**src/rtl/sertx_pkg.sv**
```systemverilog
package sertx_pkg;

   localparam int unsigned SERTX_DATA_W_DEF = 8;
   localparam int unsigned SERTX_TPB_DEF    = 16;

   // number of bit slots in a frame: start + data + optional ninth + stop
   function automatic int unsigned sertx_frame_len(input int unsigned dw, input bit nine);
      return dw + 2 + (nine ? 1 : 0);
   endfunction

endpackage

```
**src/rtl/sertx_holdreg.sv**
```systemverilog
module sertx_holdreg #(
   parameter int unsigned DATA_W = 8
) (
   input  logic              clk,
   input  logic              rst_n,
   input  logic              wr_en,
   input  logic [DATA_W-1:0] wr_data,
   input  logic              wr_bit9,
   input  logic              take,
   output logic [DATA_W-1:0] q_data,
   output logic              q_bit9,
   output logic              full
);

   logic [DATA_W-1:0] data_q;
   logic              bit9_q;
   logic              full_q;

   always_ff @(posedge clk or negedge rst_n) begin
      if (!rst_n) begin
         data_q <= '0;
         bit9_q <= 1'b0;
      end else if (wr_en) begin
         data_q <= wr_data;
         bit9_q <= wr_bit9;
      end
   end

   // a write in the same cycle as a transfer refills the register
   always_ff @(posedge clk or negedge rst_n) begin
      if (!rst_n)       full_q <= 1'b0;
      else if (wr_en)   full_q <= 1'b1;
      else if (take)    full_q <= 1'b0;
   end

   assign q_data = data_q;
   assign q_bit9 = bit9_q;
   assign full   = full_q;

   assert_write_fills_R4 : assert property (@(posedge clk) disable iff (!rst_n)
      wr_en |=> full_q);
   assert_take_needs_full_R4 : assert property (@(posedge clk) disable iff (!rst_n)
      take |-> full_q);

endmodule

```
**src/rtl/sertx_shifter.sv**
```systemverilog
module sertx_shifter #(
   parameter int unsigned DATA_W  = 8,
   parameter int unsigned TPB     = 16,
   parameter bit          NINE_EN = 1'b1
) (
   input  logic              clk,
   input  logic              rst_n,
   input  logic              tick,
   input  logic              load,
   input  logic [DATA_W-1:0] ld_data,
   input  logic              ld_bit9,
   input  logic              ld_mode9,
   output logic              txd,
   output logic              busy,
   output logic              done_pulse
);

   localparam int unsigned FRAME_W = DATA_W + 3;
   localparam int unsigned CNT_W   = (TPB > 1) ? $clog2(TPB) : 1;
   localparam int unsigned LEFT_W  = $clog2(FRAME_W + 1);
   localparam logic [CNT_W-1:0]  CNT_LAST = CNT_W'(TPB - 1);
   localparam logic [LEFT_W-1:0] LEN_8    = LEFT_W'(sertx_pkg::sertx_frame_len(DATA_W, 1'b0));
   localparam logic [LEFT_W-1:0] LEN_9    = LEFT_W'(sertx_pkg::sertx_frame_len(DATA_W, 1'b1));
   localparam logic [LEFT_W-1:0] LEFT_ONE = LEFT_W'(1);

   logic [FRAME_W-1:0] shreg_q;
   logic [LEFT_W-1:0]  left_q;
   logic [CNT_W-1:0]   tcnt_q;
   logic               busy_q;
   logic               extra_bit;
   logic [LEFT_W-1:0]  load_len;
   logic               bit_end;

   generate
      if (NINE_EN) begin : g_nine
         assign extra_bit = ld_mode9 ? ld_bit9 : 1'b1;
         assign load_len  = ld_mode9 ? LEN_9 : LEN_8;
      end else begin : g_eight
         logic unused_nine;
         assign unused_nine = ld_mode9 ^ ld_bit9;
         assign extra_bit   = 1'b1;
         assign load_len    = LEN_8;
      end
   endgenerate

   assign bit_end    = busy_q && tick && (tcnt_q == CNT_LAST);
   assign done_pulse = bit_end && (left_q == LEFT_ONE);

   always_ff @(posedge clk or negedge rst_n) begin
      if (!rst_n) begin
         shreg_q <= '1;
         left_q  <= '0;
         tcnt_q  <= '0;
         busy_q  <= 1'b0;
      end else if (load) begin
         shreg_q <= {1'b1, extra_bit, ld_data, 1'b0};
         left_q  <= load_len;
         tcnt_q  <= '0;
         busy_q  <= 1'b1;
      end else if (bit_end) begin
         shreg_q <= {1'b1, shreg_q[FRAME_W-1:1]};
         left_q  <= left_q - LEFT_ONE;
         tcnt_q  <= '0;
         if (left_q == LEFT_ONE) busy_q <= 1'b0;
      end else if (busy_q && tick) begin
         tcnt_q  <= tcnt_q + CNT_W'(1);
      end
   end

   assign txd  = busy_q ? shreg_q[0] : 1'b1;
   assign busy = busy_q;

   assert_start_low_R2 : assert property (@(posedge clk) disable iff (!rst_n)
      load |=> (txd == 1'b0));
   assert_bit_hold_R11 : assert property (@(posedge clk) disable iff (!rst_n)
      (busy_q && !tick && !load) |=> $stable(txd));

endmodule

```
**src/rtl/sertx_flags.sv**
```systemverilog
module sertx_flags (
   input  logic clk,
   input  logic rst_n,
   input  logic wr_en,
   input  logic done_pulse,
   input  logic hold_full,
   input  logic done_clr,
   input  logic ie_empty,
   input  logic ie_done,
   input  logic gie,
   output logic flag_empty,
   output logic flag_done,
   output logic irq_empty,
   output logic irq_done
);

   logic done_q;

   // write clears first, a finishing stop bit sets next, then the clear pulse
   always_ff @(posedge clk or negedge rst_n) begin
      if (!rst_n)                        done_q <= 1'b0;
      else if (wr_en)                    done_q <= 1'b0;
      else if (done_pulse && !hold_full) done_q <= 1'b1;
      else if (done_clr)                 done_q <= 1'b0;
   end

   assign flag_empty = !hold_full;
   assign flag_done  = done_q;
   assign irq_empty  = flag_empty & ie_empty & gie;
   assign irq_done   = done_q & ie_done & gie;

   assert_done_sets_R7 : assert property (@(posedge clk) disable iff (!rst_n)
      (done_pulse && !hold_full && !wr_en) |=> done_q);
   assert_write_clears_done_R8 : assert property (@(posedge clk) disable iff (!rst_n)
      wr_en |=> !done_q);

endmodule

```
**src/rtl/sertx_deferred.sv**
```systemverilog
module sertx_deferred #(
   parameter int unsigned DATA_W        = sertx_pkg::SERTX_DATA_W_DEF,
   parameter int unsigned TICKS_PER_BIT = sertx_pkg::SERTX_TPB_DEF,
   parameter bit          NINE_EN       = 1'b1
) (
   input  logic              clk,
   input  logic              rst_n,
   input  logic              baud_tick,
   input  logic              wr_en,
   input  logic [DATA_W-1:0] wr_data,
   input  logic              wr_bit9,
   input  logic              mode9,
   input  logic              tx_en,
   input  logic              ie_empty,
   input  logic              ie_done,
   input  logic              gie,
   input  logic              done_clr,
   output logic              txd,
   output logic              flag_empty,
   output logic              flag_done,
   output logic              irq_empty,
   output logic              irq_done
);

   generate
      if (DATA_W < 5 || DATA_W > 16) begin : g_bad_width
         $error("sertx_deferred: DATA_W out of range 5..16");
      end
      if (TICKS_PER_BIT < 2) begin : g_bad_tpb
         $error("sertx_deferred: TICKS_PER_BIT must be at least 2");
      end
   endgenerate

   logic [DATA_W-1:0] hold_data;
   logic              hold_bit9;
   logic              hold_full;
   logic              sh_busy;
   logic              sh_done;
   logic              take;
   logic              active_q;

   // the shifter may reload on the cycle its last stop bit ends
   assign take = hold_full && (!sh_busy || sh_done) && (tx_en || active_q);

   // active stays up after tx_en falls until both stages are drained
   always_ff @(posedge clk or negedge rst_n) begin
      if (!rst_n) active_q <= 1'b0;
      else        active_q <= tx_en || (active_q && (sh_busy || hold_full));
   end

   sertx_holdreg #(.DATA_W(DATA_W)) u_hold (
      .clk     (clk),
      .rst_n   (rst_n),
      .wr_en   (wr_en),
      .wr_data (wr_data),
      .wr_bit9 (wr_bit9),
      .take    (take),
      .q_data  (hold_data),
      .q_bit9  (hold_bit9),
      .full    (hold_full)
   );

   sertx_shifter #(.DATA_W(DATA_W), .TPB(TICKS_PER_BIT), .NINE_EN(NINE_EN)) u_shift (
      .clk        (clk),
      .rst_n      (rst_n),
      .tick       (baud_tick),
      .load       (take),
      .ld_data    (hold_data),
      .ld_bit9    (hold_bit9),
      .ld_mode9   (mode9),
      .txd        (txd),
      .busy       (sh_busy),
      .done_pulse (sh_done)
   );

   sertx_flags u_flags (
      .clk        (clk),
      .rst_n      (rst_n),
      .wr_en      (wr_en),
      .done_pulse (sh_done),
      .hold_full  (hold_full),
      .done_clr   (done_clr),
      .ie_empty   (ie_empty),
      .ie_done    (ie_done),
      .gie        (gie),
      .flag_empty (flag_empty),
      .flag_done  (flag_done),
      .irq_empty  (irq_empty),
      .irq_done   (irq_done)
   );

   assert_drain_pending_R5 : assert property (@(posedge clk) disable iff (!rst_n)
      (sh_done && hold_full) |=> sh_busy);
   assert_stay_off_R6 : assert property (@(posedge clk) disable iff (!rst_n)
      (!tx_en && !active_q && !sh_busy) |=> !sh_busy);

endmodule

```
**config.mk**
```make
export PLATFORM = sky130hd
export DESIGN_NAME = sertx_deferred
export DESIGN_NICKNAME = d
export VERILOG_FILES = /design/src/rtl/sertx_pkg.sv /design/src/rtl/sertx_holdreg.sv /design/src/rtl/sertx_shifter.sv /design/src/rtl/sertx_flags.sv /design/src/rtl/sertx_deferred.sv
export SDC_FILE = /design/constraint.sdc
export NUM_CORES = 1
export LEC_CHECK = 0
export ABC_AREA = 1
export ABC_CLOCK_PERIOD_IN_PS = 1850
export BUFFER_PORTS_ARGS = -buffer_cell sky130_fd_sc_hd__buf_2
export CAP_MARGIN = 20
export CORE_MARGIN = 2
export CORE_UTILIZATION = 48
export DETAILED_ROUTE_END_ITERATION = 10
export GPL_TIMING_DRIVEN = 0
export PLACE_DENSITY = 0.76
export SLEW_MARGIN = 20
export SYNTH_ARGS = -nofsm -noshare
export SYNTH_HDL_FRONTEND = slang
export SYNTH_SLANG_ARGS = --single-unit
```
**constraint.sdc**
```tcl
create_clock -name clk -period 1.85 [get_ports clk]
set_clock_uncertainty 0.05 [all_clocks]
set_input_delay 0.2775 -clock clk [delete_from_list [all_inputs] [get_ports clk]]
set_output_delay 0.2775 -clock clk [all_outputs]
set_load 0.005 [all_outputs]
```
# --- Yosys cells after proc, flatten, opt, wreduce, memory -nomap -nowiden ---
# Cells that the tools add are included.
# W data, S select, Z words.
totals:
  reg_bits: 32
  input_bits: 19
  out_inout_bits: 5
  wordCells: 54
classes:
  add_sub_neg: 2
  n_eq_ne: 2
  n_mux: 18
  bitwise_logic: 4
  reduce_logical: 19
ops:
  columns: ["op", "count"]
  rows:
  - ["$mux W11", 2]
  - ["$mux W4", 5]
  - ["$mux W1", 11]
  - ["$logic_and A1 B1 Y1", 7]
  - ["$reduce_bool A2 Y1", 3]
  - ["$reduce_bool A3 Y1", 2]
  - ["$add A4 B1 Y4 const B", 1]
  - ["$and A1 B1 Y1", 4]
  - ["$eq A4 B1 Y1 const B", 1]
  - ["$eq A4 B4 Y1 const B", 1]
  - ["$logic_or A1 B1 Y1", 4]
  - ["$sub A4 B1 Y4 const B", 1]
  - ["$logic_not A1 Y1", 2]
  - ["$reduce_and A2 Y1", 1]

# --- Logic depth before layout (Yosys ltp) ---
depth:
  ltp_word: 8
  mapped_depth: 10
  ltp_nobuf: 10

# --- By module ---
# From an unflattened synthesis, not the netlist that was laid out.
unflattened:
  hier_cells: 192
  area_unflattened_um2: 1507.7
by_module_without_submodules:
  columns: ["module", "n_inst", "cells_per_inst", "area_per_inst_um2", "seq_area_each_um2"]
  rows:
  - ["sertx_shifter", 1, 132, 1008.5, 488.0]
  - ["sertx_holdreg", 1, 42, 377.9, 250.2]
  - ["sertx_flags", 1, 9, 65.1, 25.0]
  - ["sertx_deferred", 1, 9, 56.3, 25.0]

# --- Worst setup path before layout ---
# Ideal clock, no wire load.
synth_path:
  path_kind: "flip-flop to flip-flop"
  start: "register u_shift.tcnt_q[0]"
  end: "register u_shift.tcnt_q[0]"
  setup_time_ps: 118
  arrival_time_ps: 1362
  required_time_ps: 1682
  path_slack_ps: 320
  stages_incl_launch_ff: 10
  path_buffers: 1
  synth_period_minus_slack_ps: 1530
  path_cell_list: "dfrtp_1 ha_1 nand3_2 nor2_4 nand2_2 nand2_2 nand2_4 buf_6 nand3_1 nand2_1"
synth_between:
  elab_chain_len: 7
  elab_cells_between_ends: 11
synth_lines:
  columns: ["item", "line_no", "rtl"]
  rows:
  - ["from (decl)", "sertx_shifter.sv:28", "logic [CNT_W-1:0] tcnt_q;"]
  - ["from (signal assigned)", "sertx_shifter.sv:66", "tcnt_q <= tcnt_q + CNT_W'(1);"]
  - ["branches (longest 7 deep; another with $add A4 B1 Y4)", null, null]
# Several ways; the timed one is not identified. The select of a mux whose other input is x is not followed.
# A chain may end at the register's enable or synchronous reset.

# --- Worst setup path in the final report ---
layout_path:
  start: "register u_shift.tcnt_q[0]"
  end: "register u_shift.tcnt_q[3]"
# The elaborated chain is that of the path after synthesis.

==> results.toml <==
[run_status]
status = "completed"

[route]
wl_per_cell_um = 9.53
drt_iter0_drc = 16
detail-route-antenna-nets = 0
post_drt_via_cell_ratio = 4.43
first_pass_iters = 4
drc = 0
vias = 1246
routed_wl_mm = 2.68

[pwr]
p_leak_nw = 1.06
vdd_drop_max_mv = 0.614
p_switching_w = 0.000653
clkPwrFrac = 0.263
p_per_area_nw_per_um2 = 1150
pwr-share-comb = 0.261
switching_share = 0.308
pwr-share-seq = 0.476
p_int_w = 0.00147

[final_layout]
final_nets = 258
diodes = 0
utilization = 0.601
syn_to_final_growth_pct = 17.6
layout_common_cells = "nand2_1 (48), inv_1 (38), nor2_1 (35)"
drive_gt1_frac = 0.219
final_common_cell = "nand2_1"

[setup_path]
worst-setup-path-type = "flip-flop to flip-flop"
crit_top_cell = "nand2_2"
arrival_ns = 1.89
cp_slowest_stage_delay_ns = 0.41
critPathBufInv = 1
cp_cell_sequence = "ha_1 > nand3_2 > nor2_4 > nand2_2 > nand2_2 > nand2_4 > buf_6 > nand3_1 > nand2_1"
reg2reg_depth = 9
critPathTopFamily = "simple AND/OR/NAND/NOR gates"
crit_fanout = 10
required_ns = 2.03
cp-start-kind = "flip-flop"
regToRegStartpoint = "u_shift.tcnt_q[0]$_DFFE_PN0P_"
cp-end-kind = "flip-flop"
rr_endpoint = "u_shift.tcnt_q[3]$_DFFE_PN0P_"
r2r_setup_slack_ns = 0.15
slowest_stage = "dfrtp_1"

[yosys]
syn_inst = 204
syn_nets = 226
syn_avg_cell_area_um2 = 7.72
synth_cell_types = 23
synth_warnings = 0
yosys_register_bits = 31
synth_seq_area_share = 0.501
synth_area_um2 = 1570

[worst_hold_path]
hp-start = "wr_data[0]"
min_path_type = "primary input to flip-flop"
hold_path_depth = 3
whs_endpoint = "u_hold.q_data[0]$_DFFE_PN0P_"

[flow_run]
max_cap_violations = 0

[placement]
gp_congestion = 0.795
portBuffers = 22
dp_hpwl_mm = 1.94

[sta]
min_period_ns = 1.70
final-hold-violation-count = 0
tightest_slew_ns = 0.679
period_share = 0.921
fmax_mhz = 587
setup_viol = 0
slew_headroom = 0.547
rsz0062_at_grt = "no"
final_max_slew_viol_count = 0
setup_tns_ns = 0

[floorplanning]
ios = 24
fp.dieH_um = 61.3
die_w_um = 61.3
num_rows = 20
start_util = 0.511
die-area_um2 = 3750
core_um2 = 3080

[global_routing]
grt_max_degree = 32
antenna_found_initial = 0
grt_pass1_wl_mm = 4.80
grtUsageTotal = 0.178
overflow = 0
grt_pass1_vias = 1065

[clock_tree]
clockBufferDepth = 2
clkTransAtPathRegs_ns = 0.10
cts-root-buf = "clkbuf_4"
cts_tree = "built"
numCtsBuffers = 5
h-tree-depth = 2
cts_sinks = 31
clkLatencyLatePin_ns = 0.33
-- worst reg2reg max path, cell delays in order, from the launching register on --
cell and delay (ns):
dfrtp_1 0.41, ha_1 0.21, nand3_2 0.11, nor2_4 0.17
nand2_2 0.06, nand2_2 0.17, nand2_4 0.13, buf_6 0.18
nand3_1 0.07, nand2_1 0.05
-- kinds of logic after synthesis --
| logic type | count (synthesis) | share of synthesized area |
|---|---|---|
| buffers and inverters | 43 | 0.109 |
| flip-flops | 31 | 0.501 |
| adder cells (fa/ha/maj) | 3 | 0.0238 |
| AND/OR/NAND/NOR | 109 | 0.297 |
| XOR/XNOR | 4 | 0.0223 |
| AO/OA/AOI/OAI | 14 | 0.0477 |
-- state kept, by name, indices dropped and copies added, names as in the netlist --
register	flops
u_hold.q_data	8
u_hold.full	1
u_shift.left_q	4
u_shift.shreg_q	10
u_shift.tcnt_q	4
u_hold.q_bit9	1
active_q	1
u_flags.flag_done	1
u_shift.busy	1
-- synthesized netlist by cell type --
cell       n  area (µm²)
nor2_4     1        11.3
dfrtp_1   21         526
nand2_4    1        11.3
dfstp_2   10         263
buf_2      2        10.0
nand3_1   16        80.1
nand4_1    1        6.26
buf_6      1        11.3
o211ai_1   1        7.51
clkbuf_1   2        7.51
inv_1     38         143
ha_1       3        37.5
a21oi_1    2        10.0
o21ai_0   10        50.1
nor3_1     1        5.00
and3_1     1        6.26
nor2_2     2        12.5
o31ai_1    1        7.51
nand2_1   48         180
nor2_1    35         131
nand3_2    1        10.0
nand2_2    2        12.5
xor2_1     4        35.0
-- metal layers --
| metal | GRT usage | share of wire | up-vias |
|---|---|---|---|
| li1 | - | - | 678 |
| met1 | 0.252 | 0.50 | 542 |
| met2 | 0.254 | 0.44 | 21 |
| met3 | 0.0630 | 0.044 | 5 |
| met4 | 0.0652 | 0.017 | 0 |
| met5 | 0 | 0 | - |
-- power groups by stage --
stage | registers [W] | logic, W | clock network, W
finish | 0.00101 | 0.000553 | 0.000558
global route | 0.00103 | 0.000674 | 0.000604
CTS | 0.00101 | 0.000560 | 0.000566
detailed placement | 0.00102 | 0.000555 | 0
global placement | 0.00102 | 0.000541 | 0
floorplan | 0.00100 | 0.000447 | 0
-- worst max-delay path by stage --
stage                                             start                            end  slack, ns  depth (start not counted)
after global placement    u_shift.tcnt_q[0]$_DFFE_PN0P_  u_shift.tcnt_q[3]$_DFFE_PN0P_       0.12                          9
after detailed placement  u_shift.tcnt_q[0]$_DFFE_PN0P_  u_shift.tcnt_q[3]$_DFFE_PN0P_        0.1                          9
after floorplan           u_shift.tcnt_q[0]$_DFFE_PN0P_  u_shift.tcnt_q[0]$_DFFE_PN0P_       0.32                          9
after global routing      u_shift.left_q[1]$_DFFE_PN0P_  u_shift.tcnt_q[0]$_DFFE_PN0P_       0.03                         10
after CTS                 u_shift.tcnt_q[0]$_DFFE_PN0P_  u_shift.tcnt_q[3]$_DFFE_PN0P_       0.08                          9
final                     u_shift.tcnt_q[0]$_DFFE_PN0P_  u_shift.tcnt_q[3]$_DFFE_PN0P_       0.15                          9
-- repair_timing --
item,in CTS,in global routing
hold endpoints to repair,21,0
resized for setup,0,0
hold buffers,1,0
setup endpoints to repair,0,2
buffers inserted,0,2
-- area by class of cell --
| type | instances | area (µm²) |
|---|---|---|
| fillers | 285 | 1230 |
| flip-flops and latches | 31 | 788 |
| multi-input cells | 130 | 614 |
| inverters | 38 | 143 |
| repair buffers | 25 | 135 |
| well taps | 44 | 55.1 |
| clock buffers | 6 | 51.3 |
| clock inverters | 2 | 35.0 |
| plain buffers | 5 | 28.8 |
-- metrics by stage --
step / worst slack, ns / hold WS (ns) / std cells / power (W) / instance area [µm²]
2_1_floorplan: 0.320 / -0.0681 / 204 / 0.00145 / 1570
3_3_place_gp: 0.122 / 0.304 / 270 / 0.00156 / 1740
3_5_place_dp: 0.0976 / 0.309 / 270 / 0.00158 / 1740
4_1_cts: 0.0798 / 0.0913 / 279 / 0.00214 / 1840
5_1_grt: 0.0335 / 0.0825 / 281 / 0.00231 / 1850
6_report: 0.146 / 0.0974 / 281 / 0.00212 / 1850
No activity file was read; power rests on OpenSTA's default activity.
